--- config.mk ---
export PLATFORM = sky130hd
export DESIGN_NAME = exc_order_arbiter
export DESIGN_NICKNAME = d
export VERILOG_FILES = /design/src/rtl/exc_arb_pkg.sv /design/src/rtl/exc_stage_encode.sv /design/src/rtl/exc_oldest_pick.sv /design/src/rtl/exc_order_arbiter.sv
export SDC_FILE = /design/constraint.sdc
export NUM_CORES = 1
export LEC_CHECK = 0
export BUFFER_PORTS_ARGS = -buffer_cell sky130_fd_sc_hd__buf_2
export CAP_MARGIN = 0
export CORE_ASPECT_RATIO = 1.4
export CORE_UTILIZATION = 25
export DETAILED_ROUTE_END_ITERATION = 8
export GPL_TIMING_DRIVEN = 1
export PLACE_DENSITY = 0.62
export SYNTH_ARGS = -nofsm -noshare
export SYNTH_HDL_FRONTEND = slang
export SYNTH_SLANG_ARGS = --single-unit
--- constraint.sdc ---
create_clock -name clk -period 11.68 [get_ports clk]
set_input_delay 2.336 -clock clk [delete_from_list [all_inputs] [get_ports clk]]
set_output_delay 2.336 -clock clk [all_outputs]
set_load 0.05 [all_outputs]
--- src/rtl/exc_arb_pkg.sv ---
package exc_arb_pkg;

    localparam int DEC_W = 3;

    typedef enum logic [2:0] {
        CAUSE_NONE     = 3'd0,
        CAUSE_ITLB     = 3'd1,
        CAUSE_ILL      = 3'd2,
        CAUSE_SLOT_ILL = 3'd3,
        CAUSE_FPU      = 3'd4,
        CAUSE_SLOT_FPU = 3'd5,
        CAUSE_TRAP     = 3'd6,
        CAUSE_DTLB     = 3'd7
    } cause_e;

    typedef enum logic [1:0] {
        ST_ARMED   = 2'd0,
        ST_HELD    = 2'd1,
        ST_REFETCH = 2'd2
    } arb_state_e;

endpackage

--- src/rtl/exc_stage_encode.sv ---
module exc_stage_encode
    import exc_arb_pkg::*;
(
    input  logic                 valid,
    input  logic                 itlb_miss,
    input  logic [DEC_W-1:0]     dec_exc,
    input  logic                 dtlb_miss,
    output logic [2:0]           cause
);
    logic dec_hit;

    always_comb begin
        dec_hit = (dec_exc >= 3'd1) && (dec_exc <= 3'd5);
        cause   = CAUSE_NONE;
        if (valid) begin
            if (itlb_miss) begin
                cause = CAUSE_ITLB;
            end else if (dec_hit) begin
                cause = dec_exc + 3'd1;
            end else if (dtlb_miss) begin
                cause = CAUSE_DTLB;
            end
        end
    end
endmodule

--- src/rtl/exc_oldest_pick.sv ---
module exc_oldest_pick #(
    parameter int NST = 7,
    localparam int IDXW = (NST > 1) ? $clog2(NST) : 1
) (
    input  logic [NST*3-1:0] causes,
    output logic             found,
    output logic [IDXW-1:0]  win_idx,
    output logic [2:0]       win_cause,
    output logic [NST-1:0]   younger_mask
);
    always_comb begin
        found     = 1'b0;
        win_idx   = '0;
        win_cause = 3'd0;
        for (int i = 0; i < NST; i++) begin
            if (causes[i*3 +: 3] != 3'd0) begin
                found     = 1'b1;
                win_idx   = IDXW'(i);
                win_cause = causes[i*3 +: 3];
            end
        end
        for (int j = 0; j < NST; j++) begin
            younger_mask[j] = found && (IDXW'(j) <= win_idx);
        end
    end
endmodule

--- src/rtl/exc_order_arbiter.sv ---
module exc_order_arbiter
    import exc_arb_pkg::*;
#(
    parameter int NST = 7,
    parameter int PCW = 32
) (
    input  logic               clk,
    input  logic               rst_n,
    input  logic [NST-1:0]     stage_valid,
    input  logic [NST*PCW-1:0] stage_pc,
    input  logic [NST-1:0]     stage_itlb_miss,
    input  logic [NST*3-1:0]   stage_dec_exc,
    input  logic [NST-1:0]     stage_dtlb_miss,
    input  logic               restart,
    output logic               exc_accept,
    output logic [2:0]         exc_cause,
    output logic [PCW-1:0]     exc_pc,
    output logic [NST-1:0]     exc_flush,
    output logic               refetch,
    output logic [PCW-1:0]     refetch_pc
);
    localparam int IDXW = (NST > 1) ? $clog2(NST) : 1;

    logic [NST*3-1:0] stage_cause;
    logic             any_req;
    logic [IDXW-1:0]  win_idx;
    logic [2:0]       win_cause;
    logic [NST-1:0]   win_mask;
    arb_state_e       state, state_nx;
    logic [PCW-1:0]   held_pc;

    for (genvar g = 0; g < NST; g++) begin : g_enc
        exc_stage_encode u_enc (
            .valid     (stage_valid[g]),
            .itlb_miss (stage_itlb_miss[g]),
            .dec_exc   (stage_dec_exc[g*3 +: 3]),
            .dtlb_miss (stage_dtlb_miss[g]),
            .cause     (stage_cause[g*3 +: 3])
        );
    end

    exc_oldest_pick #(.NST(NST)) u_pick (
        .causes       (stage_cause),
        .found        (any_req),
        .win_idx      (win_idx),
        .win_cause    (win_cause),
        .younger_mask (win_mask)
    );

    always_ff @(posedge clk or negedge rst_n) begin
        if (!rst_n) begin
            state <= ST_ARMED;
        end else begin
            state <= state_nx;
        end
    end

    always_comb begin
        state_nx = state;
        unique case (state)
            ST_ARMED:   if (any_req) state_nx = ST_HELD;
            ST_HELD:    if (restart) state_nx = ST_REFETCH;
            ST_REFETCH: state_nx = ST_ARMED;
            default:    state_nx = ST_ARMED;
        endcase
    end

    always_comb begin
        exc_accept = 1'b0;
        exc_cause  = 3'd0;
        exc_pc     = '0;
        exc_flush  = '0;
        refetch    = 1'b0;
        unique case (state)
            ST_ARMED: begin
                if (any_req) begin
                    exc_accept = 1'b1;
                    exc_cause  = win_cause;
                    exc_pc     = stage_pc[win_idx*PCW +: PCW];
                    exc_flush  = win_mask;
                end
            end
            ST_HELD: begin
            end
            ST_REFETCH: begin
                refetch = 1'b1;
            end
            default: begin
            end
        endcase
    end

    always_ff @(posedge clk or negedge rst_n) begin
        if (!rst_n) begin
            held_pc <= '0;
        end else if (exc_accept) begin
            held_pc <= exc_pc;
        end
    end

    assign refetch_pc = held_pc;

endmodule

==> flow_metrics.tcl, run 1 <==
set metrics [dict create \
    cts_setup_buffers 0 \
    reg2reg_depth 5 \
    dr.pass1.iters 5 \
    core-area_um2 18100 \
    via_per_inst 5.49 \
    power.density_nw_per_um2 187 \
    portBuffers 344 \
    syn_area_per_cell_um2 7.70 \
    clkPwrFrac 0.109 \
    yosys_most_used_dff "dfrtp_1" \
    ys_seq_area_frac 0.182 \
    syn_inst 609 \
    critPathLaunchType "input port" \
    synth_cell_types 57 \
    synth_area_um2 4690 \
    first_global_vias 6332 \
    crit_end "exc_pc[12]" \
    arrival_ns 6.39 \
    antenna_found_initial 4 \
    dp_hpwl_um 17000 \
    cts_buffer_depth 2 \
    die-area_um2 19300 \
    vias 6396 \
    gr-usage-all-layers 0.218 \
    synth_largest_area_cell "dfrtp_1" \
    cp-startpoint "stage_dec_exc[19]" \
    finalCriticalPeriod_ns 8.73 \
    cp.required_ns 9.34 \
    pin_count 345 \
    die_w_um 118 \
    cts_buffers 5 \
    combPwrFrac 0.728 \
    drt-total-wl_um 21800 \
    finalSetupViolations 0 \
    avgRoutedWirePerCell_um 18.8 \
    slew_viol_final 0 \
    synth_edf_count 0 \
    start_util 0.258 \
    r2r_start "state[0]" \
    first_iter_violations 361 \
    cap_violations 0 \
    grt_max_degree 47 \
    syn-num-nets 892 \
    grt_pass1_wl_um 32900 \
    switching_share 0.613 \
    num_rows 58 \
    worst_slew_pin_slew_ns 1.08 \
    stdcell_count 1164 \
    drc 0 \
    path_class "input port to primary output" \
    reg2reg_to "refetch_pc[12]" \
    fin_crit_sh 0.747 \
    cts-root-buf "clkbuf_16" \
    rsz0062_at_grt "false" \
    insertion_delay_ns 0.29 \
    outcome "completed" \
    dp.cells 1154 \
    cts.sinks 34 \
    cts.htree.levels 2 \
    area_growth_pct 43.5 \
    finish.utilization 0.371 \
    postRouteAntennaNets 0 \
    worst-r2r-setup-slack_ns 9.48 \
    finClkSkew_ns 0.0148 \
    synth-seq-cells 34 \
    yosysWarnings 0 \
    fmax_mhz 115 \
    synth.top_cell.area_share 0.182 \
    fp.dieH_um 164 \
    final_layout_size_suffix_gt1_frac 0.440 \
    p_leak_nw 3.38 \
    max-vdd-ir-drop_v 0.000121 \
    min_path_type "flop to flop" \
    cts_hold_buf 0 \
    synthTopCellsByCount "48 x a21oi_1, 48 x nor2_1, 39 x nand2_1" \
    cts_tree "built" \
    worstPathMaxFanout 37 \
    ctsResizeCount 0 \
    end_kind "primary output" \
    relSlewSlack 0.279 \
    intPower_uw 488 \
    power_frac_seq 0.163 \
    gr-total-overflow 0 \
    async_flop_share 1.00 \
    clkSlewWorstSetupHoldPaths_ns 0.05 \
    num-fill-cells 2019 \
    tns_ns 0 \
    gp_congestion 0.885 \
    synth_area_leaders "dfrtp_1 18%, a2111o_1 7.7%, mux2i_1 7.5%" \
    hold_viol 0 \
    finalNetCount 1204 \
    p_sw_uw 772 \
]
final cells by class:
| type | count | area (um2) | share of cell area |
|---|---|---|---|
| diodes | 2 | 5.00 | 0.000744 |
| clock buffers | 6 | 129 | 0.0192 |
| clock inverters | 2 | 13.8 | 0.00205 |
| inverters | 19 | 71.3 | 0.0106 |
| multi-input cells | 509 | 3580 | 0.532 |
| flip-flops and latches | 34 | 851 | 0.126 |
| well taps | 240 | 300 | 0.0446 |
| repair buffers | 352 | 1780 | 0.265 |
sequential cells by signal, summed over array words and instances (netlist names):
name	cells
refetch_pc	32
state	2
metrics by stage:
stage               hold slack [ns]  worst slack (ns)  total power, mW  instance area, um2
detailed placement            0.470              2.95             1.13                6580
finish                        0.479              2.95             1.26                6730
CTS                           0.482              2.95             1.27                6720
floorplan                     0.508              3.92            0.870                4690
global placement              0.466              2.99             1.12                6580
global route                  0.507              2.58             1.33                6730
critical path, cell delays in order:
cell and delay, ns:
buf_2 0.14, inv_1 0.06, ha_1 0.21, o311ai_0 0.31, a21boi_0 0.33, a21oi_4 0.86, buf_4 0.54, o31a_4 0.50
a211oi_1 0.09, a2111o_1 0.43, nor2_1 0.23, buf_2 0.31
placed cells by master (no fill, tap or decap), types with 4 or more instances in the layout:
master     synthesis  layout
nor3_1            10       9
o21ai_0           19      19
a211o_1            6       6
a31oi_1            6       6
clkbuf_16          0       5
o21a_1             4       4
or3_1              8       8
nand3b_1           6       6
a21o_1            35      35
a2111o_1          32      32
o22ai_1           32      32
nor2b_1            5       5
dfrtp_1           34      34
ha_1              14      14
o21ai_1           35      33
buf_4              1       8
nand2b_1           8       8
a31o_2            34      34
inv_1             19      19
a211oi_1          36      36
mux2i_1           35      35
nor2_1            48      48
a21oi_1           48      47
o31ai_1            6       6
nand2_1           39      39
buf_2              2     344
routing by layer:
| metal | global-route usage | up-vias | part of all wire | wire length [um] |
|---|---|---|---|---|
| met5 | 0 | - | 0.0011 | 24 |
| met4 | 0.0962 | 4 | 0.032 | 690 |
| met3 | 0.0399 | 49 | 0.067 | 1470 |
| met2 | 0.400 | 330 | 0.51 | 11100 |
| met1 | 0.245 | 2984 | 0.39 | 8590 |
| li1 | - | 3029 | - | - |
cell families (layout without fill, tap and decap cells):
| logic type | after synthesis | after routing | synth area share |
|---|---|---|---|
| compound gates | 310 | 310 | 0.484 |
| xor+xnor | 5 | 5 | 0.00935 |
| fa+ha+maj | 14 | 14 | 0.0374 |
| buf+inv | 66 | 379 | 0.0638 |
| flops | 34 | 34 | 0.182 |
| mux | 35 | 35 | 0.0747 |
| other cells | 0 | 2 | 0 |
| simple gates | 145 | 145 | 0.149 |
worst min path at each step:
stage	from	endpoint	depth (start not counted)
finish	refetch_pc[0]	refetch_pc[0]	2
global route	refetch_pc[6]	refetch_pc[6]	2
CTS	refetch_pc[5]	refetch_pc[5]	2
detailed placement	refetch_pc[18]	refetch_pc[18]	2
global placement	refetch_pc[30]	refetch_pc[30]	2
floorplan	state[1]	state[1]	2
power by group through the flow:
stage	logic [mW]	clock network (mW)	registers [mW]
6_report	0.918	0.137	0.205
5_1_grt	0.969	0.146	0.212
4_1_cts	0.920	0.142	0.205
3_5_place_dp	0.920	0	0.206
3_3_place_gp	0.918	0	0.205
2_1_floorplan	0.477	0	0.393
Power figures use the tool's default switching activity.
==> run 2: changes to the inputs <==
==> constraint.sdc (replaced) <==
create_clock -name clk -period 8.12 [get_ports clk]
set_input_delay 1.624 -clock clk [delete_from_list [all_inputs] [get_ports clk]]
set_output_delay 1.624 -clock clk [all_outputs]
set_load 0.05 [all_outputs]
==> flow_metrics.tcl, run 2 (same netlist as run 1, synthesis figures left out) <==
set metrics [dict create \
    outcome "completed" \
    final_cell_mix "344 x buf_2, 48 x nor2_1, 47 x a21oi_1, 39 x nand2_1, 36 x a211oi_1" \
    met1_length_um 8650 \
    dp_hpwl_um 17300 \
    finalCriticalPeriod_ns 6.97 \
    cts_buffer_depth 2 \
    largest_reg_flops 32 \
    cts.sinks 34 \
    cts.htree.levels 2 \
    critPathLaunchType "input port" \
    cts_setup_buffers 0 \
    drt-total-wl_um 21900 \
    top_layer_used "met5" \
    gr-total-overflow 0 \
    vias 6404 \
    portBuffers 344 \
    cap_violations 0 \
    via_per_inst 5.48 \
    core-area_um2 18100 \
    area_growth_pct 46.3 \
    crit_top_cell "buf_2" \
    seq_area_um2 851 \
    pin_count 345 \
    layout_commonest_cell "buf_2" \
    fmax_mhz 143 \
    avgRoutedWirePerCell_um 18.8 \
    cpPeakStageDelay_ns 0.65 \
    p_leak_nw 3.45 \
    die_w_um 118 \
    hold_viol 0 \
    grt_max_degree 38 \
    finClkSkew_ns 0.00907 \
    dr.pass1.iters 4 \
    drc 0 \
    cts_tree "built" \
    end_kind "primary output" \
    cts_hold_buf 0 \
    gp_congestion 0.897 \
    rsz0062_at_grt "false" \
    first_iter_violations 284 \
    cp_cell_sequence "buf_2, inv_1, ha_1, or3_1, a211o_1, o311a_1, or2_2, o21ai_4, buf_4, o22ai_1, a2111o_1, nor2_1, buf_2" \
    worst_slew_pin_slew_ns 0.942 \
    clkSlewWorstSetupHoldPaths_ns 0.06 \
    antenna_found_initial 2 \
    finalNetCount 1210 \
    slew_viol_final 0 \
    num_rows 58 \
    gr-usage-all-layers 0.217 \
    wl_met2_um 10900 \
    relSlewSlack 0.370 \
    first_global_vias 6043 \
    worstPathMaxFanout 35 \
    postRouteAntennaNets 0 \
    ctsResizeCount 0 \
    cp_top_family "compound AO/OA/AOI/OAI gates" \
    min_path_type "flop to flop" \
    start_util 0.258 \
    fin_area_um2 6860 \
    wl_met3_um 1490 \
    cp_num_buf_inv 4 \
    p_total_mw 1.90 \
    multi_input_area_um2 3580 \
    placed_area_um2 6660 \
    arrival_ns 5.35 \
    final_layout_size_suffix_gt1_frac 0.445 \
    cp.required_ns 6.50 \
    cts-root-buf "clkbuf_16" \
    insertion_delay_ns 0.29 \
    num-fill-cells 2008 \
    die-area_um2 19300 \
    tns_ns 0 \
    grt_pass1_wl_um 32400 \
    cts_buffers 5 \
    max-vdd-ir-drop_v 0.000145 \
    fp.dieH_um 164 \
    power.density_nw_per_um2 277 \
    finalSetupViolations 0 \
    fin_crit_sh 0.858 \
    path_class "input port to primary output" \
    crit_slowest_cell "or2_2" \
]
run 2: cell count changes in the layout (fill, tap and decap cells not counted):
cell	previous run	this run
buf_12	0	3
buf_4	8	11
bufinv_16	0	2
clkbuf_1	1	0
clkinv_2	1	0
diode_2	2	1
run 2: report_power, final:
part | total, mW | switching (mW) | internal, mW
clock network | 0.263 | 0.0862 | 0.177
registers | 0.295 | 0.0420 | 0.253
logic | 1.34 | 0.991 | 0.349
run 2: worst reg2reg max path, delay by kind of cell, from the launching register on:
family / cells / cell delay (ns)
DFF: 1 / 0.39
and+or+nand+nor: 1 / 0.39
buffers and inverters: 1 / 0.29
AOI/OAI and AO/OA: 3 / 1.01
run 2: path summary, 6_finish.rpt:
| kind | end | slack (ns) | start | cells after the start |
|---|---|---|---|---|
| worst max-delay path | exc_pc[26] | 1.15 | stage_dec_exc[16] | 13 |
| worst min-delay path | refetch_pc[3] | 0.48 | refetch_pc[3] | 2 |
| worst max register to register | refetch_pc[10] | 5.98 | state[0] | 5 |
| worst min register to register | refetch_pc[3] | 0.48 | refetch_pc[3] | 2 |
| max in group asynchronous | refetch_pc[0] | 6.08 | rst_n | 1 |
| min in group asynchronous | refetch_pc[16] | 1.46 | rst_n | 1 |
run 2: final cells by class:
class	count	share of cell area
Multi-Input combinational cell	509	0.521
Timing Repair Buffer	358	0.272
Sequential cell	34	0.124
Tap cell	240	0.0438
Clock buffer	5	0.0182
Inverter	19	0.0104
Clock inverter	3	0.0100
Antenna cell	1	0.000365
run 2: stage by stage:
stage | hold WS, ns | setup slack, ns | std cells | utilization
floorplan | 0.508 | 1.78 | 609 | -
global placement | 0.463 | 1.19 | 1160 | 0.367
detailed placement | 0.470 | 1.14 | 1160 | 0.367
CTS | 0.483 | 1.13 | 1168 | 0.378
global route | 0.501 | 0.923 | 1169 | 0.378
finish | 0.478 | 1.15 | 1169 | 0.378
run 2: layer usage:
metal / vias up / global-route usage
met1: 2980 / 0.253
met5: - / 0
li1: 3036 / -
met3: 51 / 0.0347
met2: 335 / 0.384
met4: 2 / 0.104
